`config.mk`:
```
export PLATFORM = sky130hd
export DESIGN_NAME = din_serializer
export DESIGN_NICKNAME = d
export VERILOG_FILES = /design/src/rtl/din_ser_pkg.sv /design/src/rtl/din_deb_chan.sv /design/src/rtl/din_frame_shift.sv /design/src/rtl/din_serializer.sv
export SDC_FILE = /design/constraint.sdc
export NUM_CORES = 1
export LEC_CHECK = 0
export BUFFER_PORTS_ARGS = -buffer_cell sky130_fd_sc_hd__buf_2
export CORE_MARGIN = 2
export CORE_UTILIZATION = 39
export DETAILED_ROUTE_END_ITERATION = 6
export PLACE_DENSITY = 0.56
export SLEW_MARGIN = 20
export SYNTH_ARGS = -nofsm -noshare
export SYNTH_HDL_FRONTEND = slang
export SYNTH_SLANG_ARGS = --single-unit
```
`constraint.sdc`:
```
create_clock -name clk -period 4.6 [get_ports clk]
set_input_delay 0.46 -clock clk [delete_from_list [all_inputs] [get_ports clk]]
set_output_delay 0.46 -clock clk [all_outputs]
set_load 0.05 [all_outputs]
```
`src/rtl/din_ser_pkg.sv`:
```
package din_ser_pkg;

    localparam int unsigned IN_W    = 8;
    localparam int unsigned CRC_W   = 5;
    localparam int unsigned FRAME_W = 2 * IN_W;

    // generator x^5 + x^4 + x^2 + 1 without the leading term
    localparam logic [CRC_W-1:0] CRC_GEN = 5'h15;

    typedef enum logic [1:0] {
        DEB_OFF   = 2'b00,
        DEB_SHORT = 2'b01,
        DEB_MED   = 2'b10,
        DEB_LONG  = 2'b11
    } deb_code_e;

    function automatic logic [CRC_W-1:0] crc5_of(input logic [IN_W-1:0] data);
        logic [CRC_W-1:0] acc;
        logic             fb;
        acc = '0;
        for (int i = IN_W - 1; i >= 0; i--) begin
            fb  = acc[CRC_W-1] ^ data[i];
            acc = {acc[CRC_W-2:0], 1'b0};
            if (fb) begin
                acc = acc ^ CRC_GEN;
            end
        end
        return acc;
    endfunction

endpackage

```
`src/rtl/din_deb_chan.sv`:
```
module din_deb_chan #(
    parameter int unsigned CNT_W = 4
) (
    input  logic             clk,
    input  logic             rst_n,
    input  logic             raw,
    input  logic [CNT_W-1:0] limit,
    output logic             filt
);

    typedef struct packed {
        logic [CNT_W-1:0] cnt;
        logic             val;
    } chan_st_t;

    chan_st_t st_d, st_q;

    always_comb begin
        st_d = st_q;
        if (limit == '0) begin
            st_d.val = raw;
            st_d.cnt = '0;
        end else if (raw == st_q.val) begin
            st_d.cnt = '0;
        end else if (st_q.cnt >= limit - CNT_W'(1)) begin
            st_d.val = raw;
            st_d.cnt = '0;
        end else begin
            st_d.cnt = st_q.cnt + CNT_W'(1);
        end
    end

    always_ff @(posedge clk) begin
        if (!rst_n) begin
            st_q <= '0;
        end else begin
            st_q <= st_d;
        end
    end

    assign filt = st_q.val;

endmodule

```
`src/rtl/din_frame_shift.sv`:
```
module din_frame_shift #(
    parameter int unsigned W    = 16,
    parameter int unsigned HALF = 8
) (
    input  logic         clk,
    input  logic         rst_n,
    input  logic         load,
    input  logic         shift,
    input  logic         narrow,
    input  logic         cs_n,
    input  logic         sdi,
    input  logic [W-1:0] load_word,
    output logic         sdo
);

    typedef struct packed {
        logic [W-1:0] sh;
    } shift_st_t;

    shift_st_t st_d, st_q;

    always_comb begin
        st_d = st_q;
        if (load) begin
            st_d.sh = load_word;
        end else if (shift) begin
            st_d.sh = {st_q.sh[W-2:0], sdi};
        end
    end

    always_ff @(posedge clk) begin
        if (!rst_n) begin
            st_q <= '0;
        end else begin
            st_q <= st_d;
        end
    end

    always_comb begin
        if (cs_n) begin
            sdo = 1'b0;
        end else if (narrow) begin
            sdo = st_q.sh[HALF-1];
        end else begin
            sdo = st_q.sh[W-1];
        end
    end

endmodule

```
`src/rtl/din_serializer.sv`:
```
module din_serializer
    import din_ser_pkg::*;
#(
    parameter int unsigned T_SHORT = 1250,
    parameter int unsigned T_MED   = 37500,
    parameter int unsigned T_LONG  = 150000
) (
    input  logic        clk,
    input  logic        rst_n,
    input  logic [7:0]  pin_raw,
    input  logic [1:0]  deb_sel,
    input  logic        narrow,
    input  logic        ot_in,
    input  logic        uv_alarm_n,
    input  logic        uv_warn_n,
    input  logic        cs_n,
    input  logic        sclk,
    input  logic        sdi,
    output logic        sdo,
    output logic        fault
);

    localparam int unsigned CNT_W = $clog2(T_LONG + 1);

    typedef struct packed {
        logic cs_n;
        logic sclk;
        logic fault;
    } ctl_st_t;

    ctl_st_t ctl_d, ctl_q;

    logic [CNT_W-1:0]   lim;
    logic [IN_W-1:0]    filt_w;
    logic [IN_W-1:0]    status_w;
    logic [FRAME_W-1:0] word_w;
    logic               load_w;
    logic               shift_w;

    // filter limit shared by all channels
    always_comb begin
        case (deb_code_e'(deb_sel))
            DEB_SHORT: lim = CNT_W'(T_SHORT);
            DEB_MED:   lim = CNT_W'(T_MED);
            DEB_LONG:  lim = CNT_W'(T_LONG);
            default:   lim = '0;
        endcase
    end

    for (genvar g = 0; g < IN_W; g++) begin : g_chan
        din_deb_chan #(
            .CNT_W (CNT_W)
        ) u_chan (
            .clk   (clk),
            .rst_n (rst_n),
            .raw   (pin_raw[g]),
            .limit (lim),
            .filt  (filt_w[g])
        );
    end

    // edge detection and fault register
    always_comb begin
        ctl_d       = ctl_q;
        ctl_d.cs_n  = cs_n;
        ctl_d.sclk  = sclk;
        ctl_d.fault = ot_in | ~uv_alarm_n;
    end

    always_ff @(posedge clk) begin
        if (!rst_n) begin
            ctl_q <= '{cs_n: 1'b1, sclk: 1'b0, fault: 1'b0};
        end else begin
            ctl_q <= ctl_d;
        end
    end

    assign load_w   = ~cs_n & ctl_q.cs_n;
    assign shift_w  = ~cs_n & sclk & ~ctl_q.sclk;
    assign status_w = {crc5_of(filt_w), uv_alarm_n, ot_in, uv_warn_n};
    assign word_w   = narrow ? {{IN_W{1'b0}}, filt_w} : {filt_w, status_w};

    din_frame_shift #(
        .W    (FRAME_W),
        .HALF (IN_W)
    ) u_shift (
        .clk       (clk),
        .rst_n     (rst_n),
        .load      (load_w),
        .shift     (shift_w),
        .narrow    (narrow),
        .cs_n      (cs_n),
        .sdi       (sdi),
        .load_word (word_w),
        .sdo       (sdo)
    );

    assign fault = ctl_q.fault;

endmodule

```
==> flow_metrics.tcl <==
set metrics [dict create \
    status "completed" \
    ys_warn_count 0 \
    grt_pass1_vias 7465 \
    track_usage 0.162 \
    drive_above_1_share 0.0800 \
    rsz0062_at_grt "no" \
    port_buffers 20 \
    cts-buffers-inserted 17 \
    clock_sinks 171 \
    met3_length_microns 454 \
    cts_setup_buffers 0 \
    syn_inst 1160 \
    worstSetupPathType "input port to flip-flop" \
    wl_met2_mm 10.1 \
    fin_skew_ns 0.0118 \
    std_cell_rows 59 \
    hpwl_mm 15.4 \
    pwr-share-comb 0.090 \
    cts.repair.resized 0 \
    holdBufCountCts 0 \
    worst_setup_path_end_kind "flip-flop" \
    synth_area_leader_cell "dfxtp_1" \
    grt_pass1_wl_mm 36.9 \
    max-slew-margin-rel 0.367 \
    crit_required_ns 4.96 \
    fin_crit_ns 3.19 \
    postSynthAreaPerCell_sq_um 8.80 \
    die_w_microns 166 \
    fmax_mhz 313 \
    fp.coreArea_sq_um 25900 \
    met1Wirelength_mm 10.8 \
    syn2layout_area_growth_pct 9.61 \
    cts_tree "yes" \
    drv_cap 0 \
    internal_power_mw 2.38 \
    wl_mm 21.6 \
    ys_ff_latch 171 \
    synth_top_cell_area_share 0.335 \
    setup_viol 0 \
    overflow 0 \
    fillers 2515 \
    sw_frac_of_total 0.269 \
    async_flop_share 0 \
    crit_arrival_ns 3.55 \
    htreeDepth 4 \
    syn_area_sq_um 10200 \
    seqPwrFrac 0.470 \
    nets 1325 \
    grt_max_degree 37 \
    yosysMostFrequentCell "nor2_1" \
    dr.pass1.iters 4 \
    clock-root-buffer "clkbuf_16" \
    antenna_found_initial 0 \
    final_cell_count_no_fill 1523 \
    start_util 0.394 \
    die_h_microns 166 \
    crit_fanout 33 \
    maxSlewViolCount 0 \
    tns_ns 0 \
    worstSkewPairLatency_ns 0.43 \
    io_pins 21 \
    synth_ff_type "dfxtp_1" \
    synth_edf_count 0 \
    dieArea_sq_um 27500 \
    period_share 0.694 \
    vias 7700 \
    p_per_area_nw_per_um2 291 \
    synth_common_cells "nor2_1, dfxtp_1, ha_1" \
    switchingPower_uw 878 \
    synth_nets 1311 \
    dp.cells 1490 \
    holdCritPathClass "input port to flip-flop" \
    worst_slew_pin_slew_ns 0.948 \
    ant_nets 0 \
    clkTransAtPathRegs_ns 0.07 \
    drt_iter0_drc 330 \
    peakVddDrop_mv 0.173 \
    drc 0 \
    via_per_inst 5.06 \
    clkPwrFrac 0.441 \
    start_kind "input port" \
    wl_per_cell_microns 14.2 \
    p_leak_nw 4.41 \
    place_congestion 0.773 \
    synth.distinct_cells 53 \
    ys_seq_area_frac 0.335 \
    dr.max_layer_used "met4" \
    cts_buffer_depth 2 \
    synth.area.top_cells "dfxtp_1, ha_1, xnor2_1, nor2_1, xor2_1" \
    hold_viol 0 \
]
-- power groups by stage --
stage / sequential [mW] / clock [mW] / combinational [mW]
2_1_floorplan: 1.55 / 0 / 0.223
6_report: 1.53 / 1.44 / 0.292
4_1_cts: 1.53 / 1.48 / 0.298
3_5_place_dp: 1.57 / 0 / 0.297
5_1_grt: 1.53 / 1.54 / 0.334
3_3_place_gp: 1.56 / 0 / 0.291
-- state kept, by name, indices dropped and copies added, names as in the netlist --
name	count
ctl_q	2
fault	1
g_chan.u_chan.filt	8
g_chan.u_chan.st_q	144
u_shift.st_q	16
-- final cells by class --
cell class | instances | area, sq um | share of cell area
Multi-Input combinational cell | 925 | 6470 | 0.578
Sequential cell | 171 | 3420 | 0.306
Clock buffer | 17 | 425 | 0.0380
Tap cell | 335 | 419 | 0.0375
Timing Repair Buffer | 30 | 188 | 0.0168
Clock inverter | 15 | 154 | 0.0138
Inverter | 29 | 109 | 0.00973
Antenna cell | 1 | 2.50 | 0.000224
-- path summary, 6_finish.rpt --
kind / start / end / slack (ns) / depth (start not counted)
setup / recovery: deb_sel[0] / g_chan[3].u_chan.st_q[12] / 1.41 / 11
hold / removal: uv_alarm_n / fault / 0.24 / 2
setup reg to reg: g_chan[4].u_chan.st_q[12] / g_chan[4].u_chan.st_q[18] / 2.04 / 7
hold reg to reg: g_chan[0].u_chan.st_q[1] / g_chan[0].u_chan.st_q[1] / 0.48 / 1
-- critical path, stage by stage --
cell,delay (ns)
buf_2,0.11
buf_4,0.45
ha_1,0.45
buf_4,0.26
ha_1,0.26
a211oi_1,0.24
o21ai_0,0.11
nand2_1,0.07
a211oi_1,0.10
or4_1,0.82
nor2_1,0.20
-- stage by stage --
stage,power (mW),hold slack (ns),setup slack (ns),utilization,cell area [sq um]
after floorplan,1.78,0.435,1.25,-,10200
after global placement,1.86,0.454,0.918,0.409,10600
after detailed placement,1.86,0.464,0.803,0.409,10600
after CTS,3.31,0.219,1.25,0.432,11200
after global routing,3.41,0.237,1.18,0.432,11200
final,3.26,0.236,1.41,0.432,11200
-- cells by family (layout without fill, tap and decap cells) --
family / Yosys count / count (layout) / synth area share
simple gates: 478 / 478 / 0.224
flops: 171 / 171 / 0.335
xor+xnor: 152 / 152 / 0.130
compound gates: 146 / 146 / 0.0998
fa+ha+maj: 132 / 132 / 0.162
buf+inv: 64 / 91 / 0.0316
mux: 17 / 17 / 0.0169
other cells: 0 / 1 / 0
-- per-layer routing --
layer | global-route usage | vias to the layer above
met5 | 0 | -
met4 | 0.0412 | 0
met3 | 0.0284 | 18
met2 | 0.279 | 50
met1 | 0.209 | 3561
li1 | - | 4071
-- layout by cell type (no fill, tap or decap), types with 4 or more instances in the layout --
master and instances:
nor3_1 16, a31oi_1 4, clkbuf_16 17, a211oi_1 12, inv_1 29, and2_1 8
a32oi_1 4, nor2b_1 7, a21oi_1 26, ha_1 132, and4_1 6, a211oi_2 5
dfxtp_1 171, o31ai_1 4, nor2_4 16, o21ai_0 37, buf_4 9, nand3_1 66
nand2_1 100, xnor2_1 78, nor2_2 4, nor2_1 181, nand4_1 22, inv_6 6
mux2i_1 15, or3_1 5, buf_2 20, and3_1 33, a21o_1 10, o211ai_1 16
nand2b_1 5, xor2_1 74
(Power assumes the default switching activity.)
